`src/rtl/uart_rx_mute.sv`:
```
module uart_rx_mute #(
  parameter int OSR    = 16,
  parameter int ADDR_W = 4
) (
  input  logic              clk,
  input  logic              rst_n,
  input  logic              os_tick,
  input  logic              rx,
  input  logic              rx_en,
  input  logic              nine_bit,
  input  logic              par_en,
  input  logic              par_odd,
  input  logic              wake_addr,
  input  logic [ADDR_W-1:0] node_addr,
  input  logic              mute_wr,
  input  logic              mute_val,
  input  logic              ack,
  input  logic              ie_rxne,
  input  logic              ie_perr,
  input  logic              ie_idle,
  output logic [8:0]        rx_data,
  output logic              rxne,
  output logic              perr,
  output logic              idle,
  output logic              muted,
  output logic              irq
);
  localparam int CW  = $clog2(OSR);
  localparam int MID = OSR / 2;
  localparam int IW  = $clog2(OSR * 11 + 1);
  localparam logic [IW-1:0] LIM8 = IW'(OSR * 10);
  localparam logic [IW-1:0] LIM9 = IW'(OSR * 11);

  typedef enum logic [1:0] {S_IDLE, S_START, S_DATA, S_STOP} st_t;

  st_t           st;
  logic          rx_m, rx_s;
  logic [CW-1:0] tcnt;
  logic [3:0]    bcnt;
  logic [8:0]    shf;
  logic [2:0]    vote;
  logic [IW-1:0] icnt;
  logic          armed, seen, idle_ok;

  wire maj      = (vote[0] & vote[1]) | (vote[0] & vote[2]) | (vote[1] & vote[2]);
  wire bit_end  = os_tick && tcnt == CW'(OSR - 1);
  wire done     = os_tick && st == S_STOP && tcnt == CW'(MID + 1);
  wire [8:0] field = nine_bit ? shf : {1'b0, shf[8:1]};
  wire addr_hit = shf[8] && field[ADDR_W-1:0] == node_addr;
  wire par_bad  = par_en && ((^field) != par_odd);
  wire deliver  = done && (!muted || (wake_addr && addr_hit));
  wire [IW-1:0] lim = nine_bit ? LIM9 : LIM8;
  wire line_idle = rx_en && st == S_IDLE && rx_s;
  wire idle_hit = os_tick && line_idle && icnt == lim - 1'b1;

  assign irq = (rxne & ie_rxne) | (perr & ie_perr) | (idle & ie_idle);

  always_ff @(posedge clk or negedge rst_n)
    if (!rst_n) begin
      rx_m <= 1'b1;
      rx_s <= 1'b1;
    end else begin
      rx_m <= rx;
      rx_s <= rx_m;
    end

  always_ff @(posedge clk or negedge rst_n)
    if (!rst_n) begin
      st   <= S_IDLE;
      tcnt <= '0;
      bcnt <= '0;
      shf  <= '0;
      vote <= '0;
    end else if (!rx_en) begin
      st <= S_IDLE;
    end else if (os_tick) begin
      tcnt <= (tcnt == CW'(OSR - 1)) ? '0 : tcnt + 1'b1;
      if (tcnt == CW'(MID - 1)) vote[0] <= rx_s;
      if (tcnt == CW'(MID))     vote[1] <= rx_s;
      if (tcnt == CW'(MID + 1)) vote[2] <= rx_s;
      case (st)
        S_IDLE:
          if (!rx_s) begin
            st   <= S_START;
            tcnt <= CW'(1);
          end
        S_START:
          if (bit_end) begin
            st   <= maj ? S_IDLE : S_DATA;
            bcnt <= '0;
          end
        S_DATA:
          if (bit_end) begin
            shf  <= {maj, shf[8:1]};
            bcnt <= bcnt + 1'b1;
            if (bcnt == (nine_bit ? 4'd8 : 4'd7)) st <= S_STOP;
          end
        S_STOP:
          if (tcnt == CW'(MID + 1)) st <= S_IDLE;
        default: st <= S_IDLE;
      endcase
    end

  always_ff @(posedge clk or negedge rst_n)
    if (!rst_n)
      icnt <= '0;
    else if (!line_idle)
      icnt <= '0;
    else if (os_tick && icnt != lim)
      icnt <= icnt + 1'b1;

  always_ff @(posedge clk or negedge rst_n)
    if (!rst_n) begin
      rx_data <= '0;
      rxne    <= 1'b0;
      perr    <= 1'b0;
      idle    <= 1'b0;
      muted   <= 1'b0;
      armed   <= 1'b0;
      seen    <= 1'b0;
      idle_ok <= 1'b0;
    end else begin
      if (ack) begin
        rxne <= 1'b0;
        perr <= 1'b0;
        idle <= 1'b0;
      end
      if (deliver) begin
        rx_data <= field;
        rxne    <= 1'b1;
        perr    <= par_bad;
        armed   <= 1'b1;
        seen    <= 1'b1;
        muted   <= 1'b0;
      end
      if (idle_hit) begin
        if (!muted && armed) begin
          idle  <= 1'b1;
          armed <= 1'b0;
        end
        if (muted && !wake_addr && idle_ok) begin
          muted <= 1'b0;
          armed <= 1'b0;
        end
      end
      if (mute_wr && !(wake_addr && rxne)) begin
        muted <= mute_val;
        if (mute_val && !muted) idle_ok <= seen;
      end
    end
endmodule

```
`config.mk`:
```
export PLATFORM = sky130hd
export DESIGN_NAME = uart_rx_mute
export DESIGN_NICKNAME = d
export VERILOG_FILES = /design/src/rtl/uart_rx_mute.sv
export SDC_FILE = /design/constraint.sdc
export NUM_CORES = 1
export LEC_CHECK = 0
export ABC_CLOCK_PERIOD_IN_PS = 5080
export BUFFER_PORTS_ARGS = -buffer_cell sky130_fd_sc_hd__buf_4
export CAP_MARGIN = 20
export CORE_ASPECT_RATIO = 0.5
export CORE_MARGIN = 2
export CORE_UTILIZATION = 50
export CTS_CLUSTER_SIZE = 8
export DETAILED_ROUTE_END_ITERATION = 10
export MAX_ROUTING_LAYER = met4
export PLACE_DENSITY = 0.7
export SYNTH_ARGS = -nofsm -noshare
export SYNTH_HDL_FRONTEND = slang
export SYNTH_SLANG_ARGS = --single-unit
```
`constraint.sdc`:
```
create_clock -name clk -period 5.08 [get_ports clk]
set_input_delay 1.016 -clock clk [delete_from_list [all_inputs] [get_ports clk]]
set_output_delay 1.016 -clock clk [all_outputs]
set_load 0.01 [all_outputs]
```
==> impl_results.md <==
- Detailed Route WL: 5050 um
- Worst-Margin Slew: 0.776 ns
- Die area: 0.00591 mm2
- Multi-input gate area: 0.00132 mm2
- I/O Buffers: 32
- R2R depth: 6
- CP Capture Type: primary output
- Clock share of power: 0.317
- Syn nets: 282
- PD cells: 250 mW/mm2
- Remaining DRCs: 0
- Filler cell count: 458
- Starting Density: 0.528
- FF+latch count, synth: 48
- Worst min-delay path class: register to register
- Vias in the first global route: 1,844
- Worst vdd ir: 0.127 mV
- Dpl hpwl: 3610 um
- Compound-Gate Fraction of Synth Area: 0.107
- Clk buf depth: 2
- DR top layer: met4
- H-tree lvl count: 2
- Initial DRC count: 97
- Cts bufs inserted: 5
- Max Cap Violations: 0
- CP peak stage delay: 0.29 ns
- # diodes: 0
- Via count: 1,936
- Die width: 107 um
- Slew Limit Fails: 0
- Area contributors post-synth: dfrtp_1 (44%), mux2_2 (7.7%), o21ai_0 (4.0%), xnor2_1 (4.0%), nand2_1 (3.8%)
- Largest family of logic cells by synthesized area: simple AND/OR/NAND/NOR gates
- Layout Nets: 310
- Initial antenna violation count: 0
- Status: completed
- Psw: 0.198 mW
- Power Internal: 0.553 mW
- Max frequency: 379 MHz
- Minimum clock period: 2.64 ns
- Crit. Startpoint: ie_rxne
- Synth Flop Type: dfrtp_1
- Xor and xnor area share after synthesis: 0.0664
- Skew final: 0.0117 ns
- Fin Hold WS: 0.360 ns
- TritonRoute pass-1 iters: 4
- Routed length on met2: 2340 um
- Skew-Pair Late Insertion Delay: 0.30 ns
- Clock sinks: 48
- Routed wl met3: 187 um
- Postcts setup bufs: 0
- Row cnt: 18
- Reg2reg start: tcnt[0]
- RR Endpoint: shf[2]
- Net Sw Frac: 0.263
- Most common cell after layout, fill and taps aside: dfrtp_1
- Gr usage total: 0.189
- CP required: 4.06 ns
- Synth warn: 0
- Share of power burned in registers: 0.564
- First-pass GRT wire length: 8590 um
- Most frequent cells in the layout: dfrtp_1 (46), buf_4 (32), nand2_1 (27)
- Total grt overflow: 0
- Core area: 0.00500 mm2
- Final setup fails: 0
- CTS root buffer: clkbuf_8
- CP startpoint kind: input port
- Gates resized, CTS repair: 0
- Die Ht: 55.4 um
- Via density: 5.44
- WP data arrival: 1.62 ns
- Syn Area/Cell: 10.3 um2
- CTS tree: done
- Slowest cell on crit path: a222oi_1
- CP max FO: 1
- Post-synthesis adder-cell area fraction: 0.0323
- Multiplexer share of the synthesized area: 0.142
- Area delta synth->final: 13.7%
- Lkg Pwr: 1.43 nW
- Number of synthesized flops with an enable pin: 0
- Critical path, cell by cell: buf_4 > a222oi_1 > inv_1 > buf_4
- CP endpoint: irq
- Post-synthesis simple-gate area fraction: 0.154
- CTS Hold Bufs: 0
- Layout cells sized above 1: 0.241
- Most frequent CP cell: buf_4
- RSZ-0062 raised after global routing: false
- RD Place Congestion: 0.755
- Comb power frac: 0.119
- Worst-path clk slew: 0.08 ns
- Period utilization: 0.520
- Slew headroom: 0.481
- Post-synthesis sequential area ratio: 0.456
- Synth area leader: dfrtp_1
- Final Hold Fails: 0
- Synth top area share: 0.436
- Remaining antenna violation count: 0
- Sequential Area: 0.00120 mm2
- R2R setup slack: 2.75 ns
- Final Util: 0.600
- Sum Neg Setup Slack: 0 ns
- IO Pins: 33
- Synth cell types: 47
- Post-Route M1 WL: 2480 um
- Synth Instances: 257
- DR WL/cell: 14.2 um
- Async SR Flop Fraction: 1.00
- Post-Syn Area: 0.00264 mm2
- Largest net degree at the start of global routing: 49
- Path type of the worst setup path: input port to primary output
==> power by group through the flow <==
stage / combinational, mW / sequential (mW) / clock [mW]
finish: 0.0894 / 0.424 / 0.238
global route: 0.103 / 0.428 / 0.265
CTS: 0.0911 / 0.424 / 0.248
detailed placement: 0.0903 / 0.431 / 0
global placement: 0.0876 / 0.430 / 0
floorplan: 0.0700 / 0.419 / 0
==> registers in the layout, summed over array words and instances, names as in the netlist, 2 cells and up <==
| name | flops |
|---|---|
| shf | 9 |
| icnt | 8 |
| tcnt | 4 |
| bcnt | 4 |
| st | 2 |
| rx_data | 9 |
| vote | 3 |
==> metrics by stage <==
step	std cells	total power [mW]	setup slack [ns]	cell area, um2
CTS	356	0.763	2.44	3000
detailed placement	348	0.522	2.12	2910
global placement	348	0.518	2.22	2910
finish	356	0.751	2.44	3000
global route	356	0.796	2.31	3000
floorplan	257	0.489	2.65	2640
==> how the worst min path moves through the flow <==
stage / endpoint / start / depth (start not counted)
floorplan: rx_s / rx_m / 0
global placement: rx_s / rx_m / 0
detailed placement: rx_s / rx_m / 0
CTS: rx_s / rx_m / 0
global route: rx_s / rx_m / 0
finish: rx_s / rx_m / 0
==> per-layer routing <==
metal  vias up  track usage
li1        945            -
met1       956        0.254
met2        29        0.294
met3         6       0.0437
met4         0       0.0445
met5         -            -
==> cell type report <==
class | count | share of cell area
flip-flops and latches | 48 | 0.401
clock buffers | 7 | 0.0288
clock inverters | 1 | 0.00250
repair buffers | 32 | 0.0801
well taps | 70 | 0.0292
multi-input cells | 184 | 0.441
inverters | 14 | 0.0175
==> kinds of logic after synthesis <==
logic type	after synthesis
XOR/XNOR	20
AO/OA/AOI/OAI	46
adder cells (fa/ha/maj)	7
buffers and inverters	25
multiplexers	32
flip-flops	48
AND/OR/NAND/NOR	79
==> critical path: cells and delay by family <==
family                 cells  cell delay (ns)
AO/OA/AOI/OAI              1             0.29
buffers and inverters      3             0.33
==> cell usage after synthesis (all sizes together), types with 3 or more instances <==
master / count
xnor2: 12
nor3: 3
nand4: 3
nand2: 27
xor2: 8
buf: 5
nand3b: 3
nand2b: 3
dfrtp: 46
o21ai: 23
or3: 3
clkbuf: 6
ha: 6
mux2i: 7
a21boi: 4
inv: 14
mux2: 25
nand3: 8
nor2: 16
a22o: 3
a21oi: 6
nor4: 3
No activity file was read; power rests on OpenSTA's default activity.
